--- src/rtl/sisc_pkg.sv ---
package sisc_pkg;

    localparam int STAT_W = 15;
    localparam int DATA_W = 16;
    localparam int ADDR_W = 2;

    // sticky event positions: 6,7,8,10,11
    localparam logic [STAT_W-1:0] STICKY_MASK = 15'h0DC0;
    // writable enable positions: 0-4,6-8,10-12,14
    localparam logic [STAT_W-1:0] ENABLE_MASK = 15'h5DDF;

    typedef enum logic [ADDR_W-1:0] {
        SEL_STATUS  = 2'd0,
        SEL_ENABLE  = 2'd1,
        SEL_CLEAR   = 2'd2,
        SEL_PENDING = 2'd3
    } reg_sel_e;

    typedef enum logic {
        IRQ_IDLE   = 1'b0,
        IRQ_ASSERT = 1'b1
    } irq_state_e;

endpackage

--- src/rtl/sisc_sticky_bank.sv ---
module sisc_sticky_bank
    import sisc_pkg::*;
#(
    parameter int W = STAT_W,
    parameter logic [W-1:0] KEEP_MASK = STICKY_MASK
) (
    input  logic         clk,
    input  logic         rst_n,
    input  logic [W-1:0] ev_in,
    input  logic [W-1:0] clr_vec,
    output logic [W-1:0] view
);

    for (genvar b = 0; b < W; b++) begin : g_bit
        if (KEEP_MASK[b]) begin : g_keep
            logic flag_q;

            always_ff @(posedge clk or negedge rst_n) begin
                if (!rst_n) begin
                    flag_q <= 1'b0;
                end else if (ev_in[b]) begin
                    flag_q <= 1'b1;
                end else if (clr_vec[b]) begin
                    flag_q <= 1'b0;
                end
            end

            assign view[b] = flag_q;

            a_r3_event_beats_clear : assert property (
                @(posedge clk) disable iff (!rst_n)
                ev_in[b] |=> view[b]
            ) else $error("event lost on sticky bit %0d", b);

            a_r1_hold_until_clear : assert property (
                @(posedge clk) disable iff (!rst_n)
                (view[b] && !clr_vec[b]) |=> view[b]
            ) else $error("sticky bit %0d dropped without clear", b);
        end else begin : g_live
            assign view[b] = ev_in[b];
        end
    end

endmodule

--- src/rtl/sisc_prio_enc.sv ---
module sisc_prio_enc #(
    parameter int W     = 15,
    parameter int IDX_W = $clog2(W)
) (
    input  logic [W-1:0]     vec,
    output logic [IDX_W-1:0] idx,
    output logic             none
);

    always_comb begin
        idx  = '0;
        none = 1'b1;
        for (int i = 0; i < W; i++) begin
            if (vec[i]) begin
                idx  = IDX_W'(i);
                none = 1'b0;
            end
        end
    end

endmodule

--- src/rtl/sisc_regport.sv ---
module sisc_regport
    import sisc_pkg::*;
#(
    parameter int W      = STAT_W,
    parameter int DW     = DATA_W,
    parameter int AW     = ADDR_W,
    parameter int IDX_W  = $clog2(W),
    parameter logic [W-1:0] EN_MASK  = ENABLE_MASK,
    parameter logic [W-1:0] CLR_MASK = STICKY_MASK
) (
    input  logic             clk,
    input  logic             rst_n,
    input  logic             wr,
    input  logic [AW-1:0]    addr,
    input  logic [DW-1:0]    wdata,
    input  logic [W-1:0]     view,
    input  logic [IDX_W-1:0] pend_idx,
    input  logic             pend_none,
    output logic [W-1:0]     en_q,
    output logic [W-1:0]     clr_vec,
    output logic [DW-1:0]    rdata
);

    reg_sel_e sel;
    assign sel = reg_sel_e'(addr);

    always_ff @(posedge clk or negedge rst_n) begin
        if (!rst_n) begin
            en_q <= '0;
        end else if (wr && sel == SEL_ENABLE) begin
            en_q <= wdata[W-1:0] & EN_MASK;
        end
    end

    always_comb begin
        clr_vec = '0;
        if (wr && sel == SEL_CLEAR) begin
            clr_vec = wdata[W-1:0] & CLR_MASK;
        end
    end

    always_comb begin
        rdata = '0;
        unique case (sel)
            SEL_STATUS:  rdata[W-1:0]       = view;
            SEL_ENABLE:  rdata[W-1:0]       = en_q;
            SEL_CLEAR:   rdata              = '0;
            SEL_PENDING: rdata[IDX_W:0]     = {pend_none, pend_idx};
            default:     rdata              = '0;
        endcase
    end

    a_r5_enable_masked : assert property (
        @(posedge clk) disable iff (!rst_n)
        (en_q & ~EN_MASK) == '0
    ) else $error("unimplemented enable bit set");

    a_r5_enable_stable : assert property (
        @(posedge clk) disable iff (!rst_n)
        !(wr && sel == SEL_ENABLE) |=> $stable(en_q)
    ) else $error("enable changed without write");

endmodule

--- src/rtl/sisc_irq_ctrl.sv ---
module sisc_irq_ctrl
    import sisc_pkg::*;
#(
    parameter int W     = STAT_W,
    parameter int DW    = DATA_W,
    parameter int AW    = ADDR_W,
    parameter int IDX_W = $clog2(W)
) (
    input  logic             clk,
    input  logic             rst_n,
    input  logic [W-1:0]     ev_in,
    input  logic             reg_wr,
    input  logic [AW-1:0]    reg_addr,
    input  logic [DW-1:0]    reg_wdata,
    output logic [DW-1:0]    reg_rdata,
    output logic             irq,
    output logic [IDX_W-1:0] pend_idx,
    output logic             pend_none
);

    logic [W-1:0] view;
    logic [W-1:0] en_q;
    logic [W-1:0] clr_vec;
    logic [W-1:0] masked;

    sisc_sticky_bank #(.W(W)) u_bank (
        .clk     (clk),
        .rst_n   (rst_n),
        .ev_in   (ev_in),
        .clr_vec (clr_vec),
        .view    (view)
    );

    assign masked = view & en_q;

    sisc_prio_enc #(.W(W), .IDX_W(IDX_W)) u_enc (
        .vec  (masked),
        .idx  (pend_idx),
        .none (pend_none)
    );

    sisc_regport #(.W(W), .DW(DW), .AW(AW), .IDX_W(IDX_W)) u_regs (
        .clk       (clk),
        .rst_n     (rst_n),
        .wr        (reg_wr),
        .addr      (reg_addr),
        .wdata     (reg_wdata),
        .view      (view),
        .pend_idx  (pend_idx),
        .pend_none (pend_none),
        .en_q      (en_q),
        .clr_vec   (clr_vec),
        .rdata     (reg_rdata)
    );

    irq_state_e state_q, state_d;

    always_ff @(posedge clk or negedge rst_n) begin
        if (!rst_n) begin
            state_q <= IRQ_IDLE;
        end else begin
            state_q <= state_d;
        end
    end

    always_comb begin
        state_d = state_q;
        unique case (state_q)
            IRQ_IDLE:   if (!pend_none) state_d = IRQ_ASSERT;
            IRQ_ASSERT: if (pend_none)  state_d = IRQ_IDLE;
            default:    state_d = IRQ_IDLE;
        endcase
    end

    always_comb begin
        irq = (state_q == IRQ_ASSERT);
    end

    a_r7_irq_raise : assert property (
        @(posedge clk) disable iff (!rst_n)
        (masked != '0) |=> irq
    ) else $error("irq did not follow pending flag");

    a_r7_irq_drop : assert property (
        @(posedge clk) disable iff (!rst_n)
        (masked == '0) |=> !irq
    ) else $error("irq high with nothing pending");

    a_r6_index_is_top : assert property (
        @(posedge clk) disable iff (!rst_n)
        !pend_none |-> ((masked >> pend_idx) == W'(1))
    ) else $error("pending index is not the top set bit");

    a_r6_none_means_empty : assert property (
        @(posedge clk) disable iff (!rst_n)
        pend_none |-> (masked == '0 && pend_idx == '0)
    ) else $error("no-pending flag wrong");

endmodule

--- config.mk ---
export PLATFORM = sky130hd
export DESIGN_NAME = sisc_irq_ctrl
export DESIGN_NICKNAME = d
export VERILOG_FILES = /design/src/rtl/sisc_pkg.sv /design/src/rtl/sisc_sticky_bank.sv /design/src/rtl/sisc_prio_enc.sv /design/src/rtl/sisc_regport.sv /design/src/rtl/sisc_irq_ctrl.sv
export SDC_FILE = /design/constraint.sdc
export NUM_CORES = 1
export LEC_CHECK = 0
export BUFFER_PORTS_ARGS = -buffer_cell sky130_fd_sc_hd__buf_2
export CAP_MARGIN = 20
export CELL_PAD_IN_SITES_DETAIL_PLACEMENT = 0
export CELL_PAD_IN_SITES_GLOBAL_PLACEMENT = 2
export CORE_MARGIN = 1.5
export CORE_UTILIZATION = 27
export DETAILED_ROUTE_END_ITERATION = 7
export GPL_TIMING_DRIVEN = 0
export PLACE_DENSITY_LB_ADDON = 0.1
export SLEW_MARGIN = 20
export SYNTH_ARGS = -nofsm -noshare
export SYNTH_HDL_FRONTEND = slang
export SYNTH_SLANG_ARGS = --single-unit
--- constraint.sdc ---
create_clock -name clk -period 3.05 [get_ports clk]
set_clock_uncertainty 0.05 [all_clocks]
set_input_delay 0.1525 -clock clk [delete_from_list [all_inputs] [get_ports clk]]
set_output_delay 0.1525 -clock clk [all_outputs]
set_load 0.02 [all_outputs]
### Word-level counts from Yosys, hierarchy flattened

Cells that the tools add are included.

* muxes and demuxes: 43
* equal/unequal tests: 3
* bitwise logic cells: 1
* reductions and logical operators: 8

Operators by type and width (number)
* 2-to-1 mux 4 bit: 7
* 2-to-1 mux 1 bit: 27
* one-hot mux 10 bit (2 select lines): 1
* one-hot mux 5 bit (4 select lines): 1
* bitwise AND 15 bit: 1
* 2-to-1 mux 12 bit: 1
* 2-to-1 mux 3 bit: 4
* nonzero test 2 bit: 5
* equality test 2 bit (second input constant): 2
* 2-to-1 mux 2 bit: 2
* equality test 2 x 1 -> 1 bit (second input constant): 1
* logical AND 1 bit: 2
* logical NOT 2 bit: 1

* input bits: 36
* logic and storage cells: 62
* register bits: 18
* output and inout port bits: 22

### Depth between registers and ports, before layout

Gate-level depths: netlist (run 1).

* depth in word-level cells: 17
* depth in mapped cells: 5

### By module

A second synthesis (run 1) with hierarchy kept.

* cells, all modules: 153
* area total of the unflattened synthesis: 1478.9 sq um

By module, submodules not included
* sisc_regport: area an instance 913.4 sq um, sequential area each 300.3 sq um, instances 1, cells an instance 79
* sisc_sticky_bank: area an instance 294.0 sq um, sequential area each 125.1 sq um, instances 1, cells an instance 30
* sisc_prio_enc: area an instance 148.9 sq um, sequential area each 0.0 sq um, instances 1, cells an instance 27
* sisc_irq_ctrl: area an instance 122.6 sq um, sequential area each 25.0 sq um, instances 1, cells an instance 17

### Worst setup path before layout (run 1)

OpenSTA, ideal clock, no wires.

* path type: register -> output
* start: register u_regs.en_q[10]
* end: output reg_rdata[0]
* arrival: 1499 ps
* slack: 1348 ps
* required time: 2847 ps
* cell stages (with the launch flop): 6
* path through: dfrtp_1 a22o_1 a221oi_2 a21oi_1 nor2_1 a31o_1

* longest elaborated chain between the ends: 7

RTL lines
* start: declaration: line sisc_regport.sv:19 `output logic [W-1:0] en_q,`
* start signal: assignment: line sisc_regport.sv:31 `en_q <= wdata[W-1:0] & EN_MASK;`
* bitwise AND 15 bit: line sisc_irq_ctrl.sv:34 `assign masked = view & en_q;`
* 2-to-1 mux 4 bit (5 in a row): line sisc_prio_enc.sv:14 `if (vec[i]) begin`
* net pend_idx[0]: line sisc_irq_ctrl.sv:17 `output logic [IDX_W-1:0] pend_idx,`
* one-hot mux 5 bit (4 select lines): line sisc_regport.sv:44 `unique case (sel)`
* end: declaration: line sisc_irq_ctrl.sv:15 `output logic [DW-1:0] reg_rdata,`

The timed path passes the listed nets, and every way through them passes these cells.

### Final worst setup path (run 1)

* start: register u_regs.en_q[11]
* end: output reg_rdata[4]

* longest elaborated chain between the ends: 6

RTL lines (line)
* bitwise AND 15 bit: sisc_irq_ctrl.sv:34
* 2-to-1 mux 1 bit (4 in a row): sisc_prio_enc.sv:14
* one-hot mux 5 bit (4 select lines): sisc_regport.sv:44

Every way passes these cells.

==> out/summary.txt, run 1 <==
period utilization -> 64.3%
final worst slack -> 1090 ps
CTS Sinks -> 18
syn nets -> 149
Max Slew Vio Count -> 0
status -> completed
Placer Congestion -> 0.736
first-pass GRT wire length -> 4960 um
detailed-route DRC error count -> 0
hold slack -> 23.5 ps
Netlist cell types -> 32
fin nets -> 205
Reg area -> 450 um2
crit-path max FO -> 4
origin of the worst setup path -> u_regs.en_q[11]
reg2reg start -> u_regs.en_q[11]
post-synthesis sequential element count -> 18
TritonRoute pass-1 iters -> 4
Critical R2R Capture -> irq
WHS Endpoint -> u_bank.g_bit[7].g_keep.flag_q
fin crit period -> 1960 ps
cell count of the worst reg-to-reg path -> 4
synthesized cell area -> 1130 um2
vias in the first global route -> 1038
largest net degree at the start of global routing -> 19
pwr dens -> 491 nW/um2
non-filler instance count after layout -> 217
antenna diode count -> 0
DIE AREA -> 4600 um2
CTS tree -> done
worst path required time -> 2850 ps
I/O pin cnt -> 58
hold path depth -> 2
multi-input logic area -> 633 um2
post-CTS setup buffers -> 0
placed cell count -> 213
Detail Route Antenna Nets -> 0
RSZ-0062 raised after global routing -> false
Leak -> 0.776 nW
Max-Cap Viols -> 0
Core ar. -> 4030 um2
H-Tree Depth -> 1
Buffers on Ports -> 50
Hold Crit Start -> ev_in[7]
post-place setup slack -> 1330 ps
Max Clk Rate -> 510 MHz
Area after DPL -> 1450 um2
fin area -> 1500 um2
post-synthesis mux area share -> 21.4%
commonest non-fill, non-tap cells in the layout -> 52 x buf_2, 18 x nand2_1, 18 x dfrtp_1
Seq/Total Area, Yosys -> 39.7%
Clk pin slew, worst setup/hold paths -> 60 ps
WP data arrival -> 1760 ps
Crit. End Element -> output port
Setup TNS -> 0 ps
total vias in the final route -> 1040
Synth Area in XOR/XNOR -> 0%
initial antenna violation count -> 0
hpwl dp -> 2480 um
largest family of logic cells by synthesized area -> multiplexers
drt via density -> 4.79
Mapped Cells -> 113
drt initial violations -> 77
Hold WC Path Type -> input pin to flop
Crit Path Class -> flop to output port
wire per inst -> 14.5 um
global route total overflow -> 0
endpoints failing hold -> 0
Synth Area in Compound Gates -> 17.9%
WL final -> 3140 um
row cnt -> 23
most common cell after layout, fill and taps aside -> buf_2
synth warn -> 0
Simple-Gate Fraction of Synth Area -> 16.2%
Main synth FF type -> dfrtp_1
initial core utilization -> 28.2%
EDFF count, synth -> 0
peak supply drop -> 0.141 mV
worst-skew pair later-pin latency -> 250 ps
Post-synth ARST share -> 100%
Final Setup Violations -> 0
share of layout cells above drive strength 1 -> 44.9%
clk root buf -> clkbuf_8
die extent in x -> 67.8 um
global-route usage over all layers -> 14.5%
CTS Buf Count -> 3
R2R Setup Slk -> 1660 ps
Startpoint Class -> flop
Fillers -> 442
Area Overhead vs Synth -> 32.1%
Die Y -> 67.8 um
Post-Synth Adder-Cell Area -> 0%
clock tree buffer depth -> 2
Syn Area/Cell -> 10.0 um2
-- how the worst max path moves through the flow --
stage,endpoint,slack [ps],cells after the start
2_1_floorplan,reg_rdata[0],1350,5
3_3_place_gp,reg_rdata[4],1330,4
3_5_place_dp,reg_rdata[4],1330,6
4_1_cts,reg_rdata[4],1050,6
5_1_grt,reg_rdata[4],900,6
6_report,reg_rdata[4],1090,6
-- power by group --
part	switching, W	internal [W]	total, W
clock	0.0000755	0.0000877	0.000163
sequential	0.0000390	0.000272	0.000311
combinational	0.000138	0.000123	0.000262
total	0.000253	0.000483	0.000736
-- cell usage after synthesis, types with 3 or more instances --
cell type	number	area share [%]
dfrtp_1	18	40
nand2_1	18	6.0
mux2_4	10	13
nor2_1	10	3.3
mux2i_1	7	6.2
a21o_1	6	4.0
a22oi_1	5	3.3
a21oi_1	3	1.3
and2_1	3	1.7
inv_1	3	0.99
nand3_1	3	1.3
o21ai_0	3	1.3
-- stage by stage --
step                      power (W)  util [%]
final                      0.000736      37.2
after detailed placement   0.000578      35.9
after global routing       0.000790      37.2
after CTS                  0.000747      37.2
after global placement     0.000575      35.9
after floorplan            0.000485         -
-- flip-flops by register name, summed over array words and instances (netlist names) --
signal and cells:
u_regs.en_q 12, u_bank.g_bit.g_keep.flag_q 5, irq 1
-- final cells by class --
cell class	count	share of cell area, %
plain buffers	6	2.67
clock buffers	3	2.75
inverters	3	0.751
multi-input cells	86	42.2
flip-flops and latches	18	30.1
well taps	50	4.17
repair buffers	51	17.4
-- critical path, cell delays in order (launching register included) --
cell,delay [ps]
dfrtp_1,410
a22oi_1,300
nand2_1,140
nor2_2,190
nand4_2,140
o21ai_1,150
buf_2,180
-- layer usage --
| layer | track usage (%) | wire, um | up-vias |
|---|---|---|---|
| met5 | 0 | 0 | - |
| met4 | 3.75 | 19 | 0 |
| met3 | 2.80 | 231 | 2 |
| met2 | 22.9 | 1400 | 36 |
| met1 | 20.5 | 1480 | 492 |
| li1 | - | - | 510 |
-- cell families (layout without fill, tap and decap cells) --
kind of cell    count (synthesis)  after routing
simple gates                   39             39
compound gates                 27             27
mux                            19             19
flops                          18             18
buf+inv                         9             63
other cells                     1              1
-- repair_timing --
action,4_1_cts,5_1_grt
setup endpoints to repair,0,0
hold buffers,1,0
resized for setup,0,0
endpoints found under the hold margin,18,0
(Power assumes the default switching activity.)
==> run 2, diff against run 1 <==
- CORE_UTILIZATION: 27 -> 23
- clock period: 3.05 -> 1.8 ns (I/O delays scaled with it)
==> out/summary.txt, run 2 (synthesis gave the netlist of run 1 again) <==
largest net degree at the start of global routing -> 19
most common cell after layout, fill and taps aside -> buf_2
Critical R2R Capture -> irq
Max Clk Rate -> 555 MHz
Clk pin slew, worst setup/hold paths -> 70 ps
Startpoint Class -> flop
global-route usage over all layers -> 13.0%
max_slew headroom -> 65.7%
global route total overflow -> 0
worst path required time -> 1660 ps
Max-Cap Viols -> 0
Max Slew Vio Count -> 0
endpoints failing hold -> 0
CTS Buf Count -> 3
pwr dens -> 819 nW/um2
Buffers on Ports -> 50
row cnt -> 25
Core ar. -> 4720 um2
Hold WC Path Type -> input pin to flop
detailed-route DRC error count -> 0
fin nets -> 222
Placer Congestion -> 0.754
clock tree buffer depth -> 2
hold path depth -> 2
Detail Route Antenna Nets -> 0
failing checks -> negative setup slack
clk root buf -> clkbuf_8
CTS tree -> done
period utilization -> 100%
WL final -> 3430 um
CTS Sinks -> 18
Leak -> 0.871 nW
Final Setup Violations -> 1
DIE AREA -> 5360 um2
Crit. End Element -> output port
vias in the first global route -> 1105
hold slack -> 8.86 ps
initial core utilization -> 24.0%
status -> finished with violations
Biggest register -> u_regs.en_q
RSZ-0062 raised after global routing -> true
Hold Crit Start -> reg_wdata[12]
final worst slack -> -0.692 ps
antenna diode count -> 0
non-filler instance count after layout -> 252
WP data arrival -> 1660 ps
crit-path max FO -> 2
first-pass GRT wire length -> 5200 um
placed cell count -> 230
H-Tree Depth -> 1
fin area -> 1730 um2
Area Overhead vs Synth -> 52.6%
commonest non-fill, non-tap cells in the layout -> 48 x buf_2, 17 x nand2_1, 16 x buf_4, 16 x dfrtp_1
initial antenna violation count -> 0
max reg flops -> 12
Setup TNS -> -0.692 ps
TritonRoute pass-1 iters -> 4
reg2reg start -> u_regs.en_q[11]
Worst Max-Slew Pin Slew -> 515 ps
die extent in x -> 73.2 um
fin crit period -> 1800 ps
Die Y -> 73.2 um
Area after DPL -> 1470 um2
wire per inst -> 13.6 um
Crit Path Class -> flop to output port
drt via density -> 4.48
I/O pin cnt -> 58
cell count of the worst reg-to-reg path -> 5
drt initial violations -> 28
total vias in the final route -> 1130
share of layout cells above drive strength 1 -> 51.9%
WHS Endpoint -> u_regs.en_q[12]
R2R Setup Slk -> 520 ps
peak supply drop -> 0.231 mV
hpwl dp -> 2570 um
worst-skew pair later-pin latency -> 260 ps
## run 2: changes by cell type in the layout (fill, tap and decap cells not counted), moves of 2 or more
| cell | previous run | this run |
|---|---|---|
| dfrtp_1 | 18 | 16 |
| a22oi_2 | 0 | 2 |
| dlygate4sd3_1 | 1 | 6 |
| buf_2 | 52 | 48 |
| buf_4 | 2 | 16 |
| a22oi_1 | 5 | 3 |
| buf_6 | 1 | 3 |
| dfrtp_2 | 0 | 2 |
## run 2: metal layers
layer,wire length [um],vias to the layer above,global-route usage [%]
met4,35,0,4.40
met1,1600,533,17.5
met2,1560,48,20.9
met3,231,4,2.35
li1,-,545,-
met5,0,-,0
## run 2: worst max-delay path by stage
| stage | slack, ps | start | to |
|---|---|---|---|
| floorplan | 160 | u_regs.en_q[10] | reg_rdata[0] |
| global route | -110 | u_regs.en_q[11] | reg_rdata[1] |
| detailed placement | 150 | u_bank.g_bit[6].g_keep.flag_q | reg_rdata[4] |
| CTS | -20 | u_bank.g_bit[10].g_keep.flag_q | reg_rdata[0] |
| global placement | 130 | u_bank.g_bit[6].g_keep.flag_q | reg_rdata[4] |
| finish | -0.7 | u_regs.en_q[11] | reg_rdata[1] |
## run 2: report_power, final
part,internal [W],leakage [nW],switching [W]
clock,0.000195,0.0288,0.000139
sequential,0.000461,0.195,0.0000621
combinational,0.000288,0.647,0.000273
## run 2: worst max-delay path, stage by stage, from the launching register on
cell	delay (ps)
dfrtp_1	400
a22oi_2	210
buf_4	150
nand3_1	70
o211ai_1	130
and3_1	190
o32ai_1	80
buf_2	180
## run 2: per-stage QoR
step	power, W	setup slack, ps	util, %
floorplan	0.000822	161	-
global placement	0.000977	134	31.1
detailed placement	0.000982	145	31.1
CTS	0.00140	-21.9	35.5
global route	0.00151	-110	36.7
finish	0.00142	-0.692	36.7
## run 2: final cells by class
type	instances	area, um2
well taps	67	83.8
flip-flops and latches	18	453
repair buffers	68	418
clock buffers	4	55.1
fillers	496	2990
inverters	3	11.3
multi-input cells	86	671
plain buffers	6	40.0
## run 2: repair_timing
action / in CTS / in global routing
pin swaps: 6 / 4
resized for setup: 7 / 9
endpoints found under the hold margin: 23 / 0
buffers inserted: 9 / 3
hold buffers: 6 / 0
setup endpoints to repair: 6 / 6
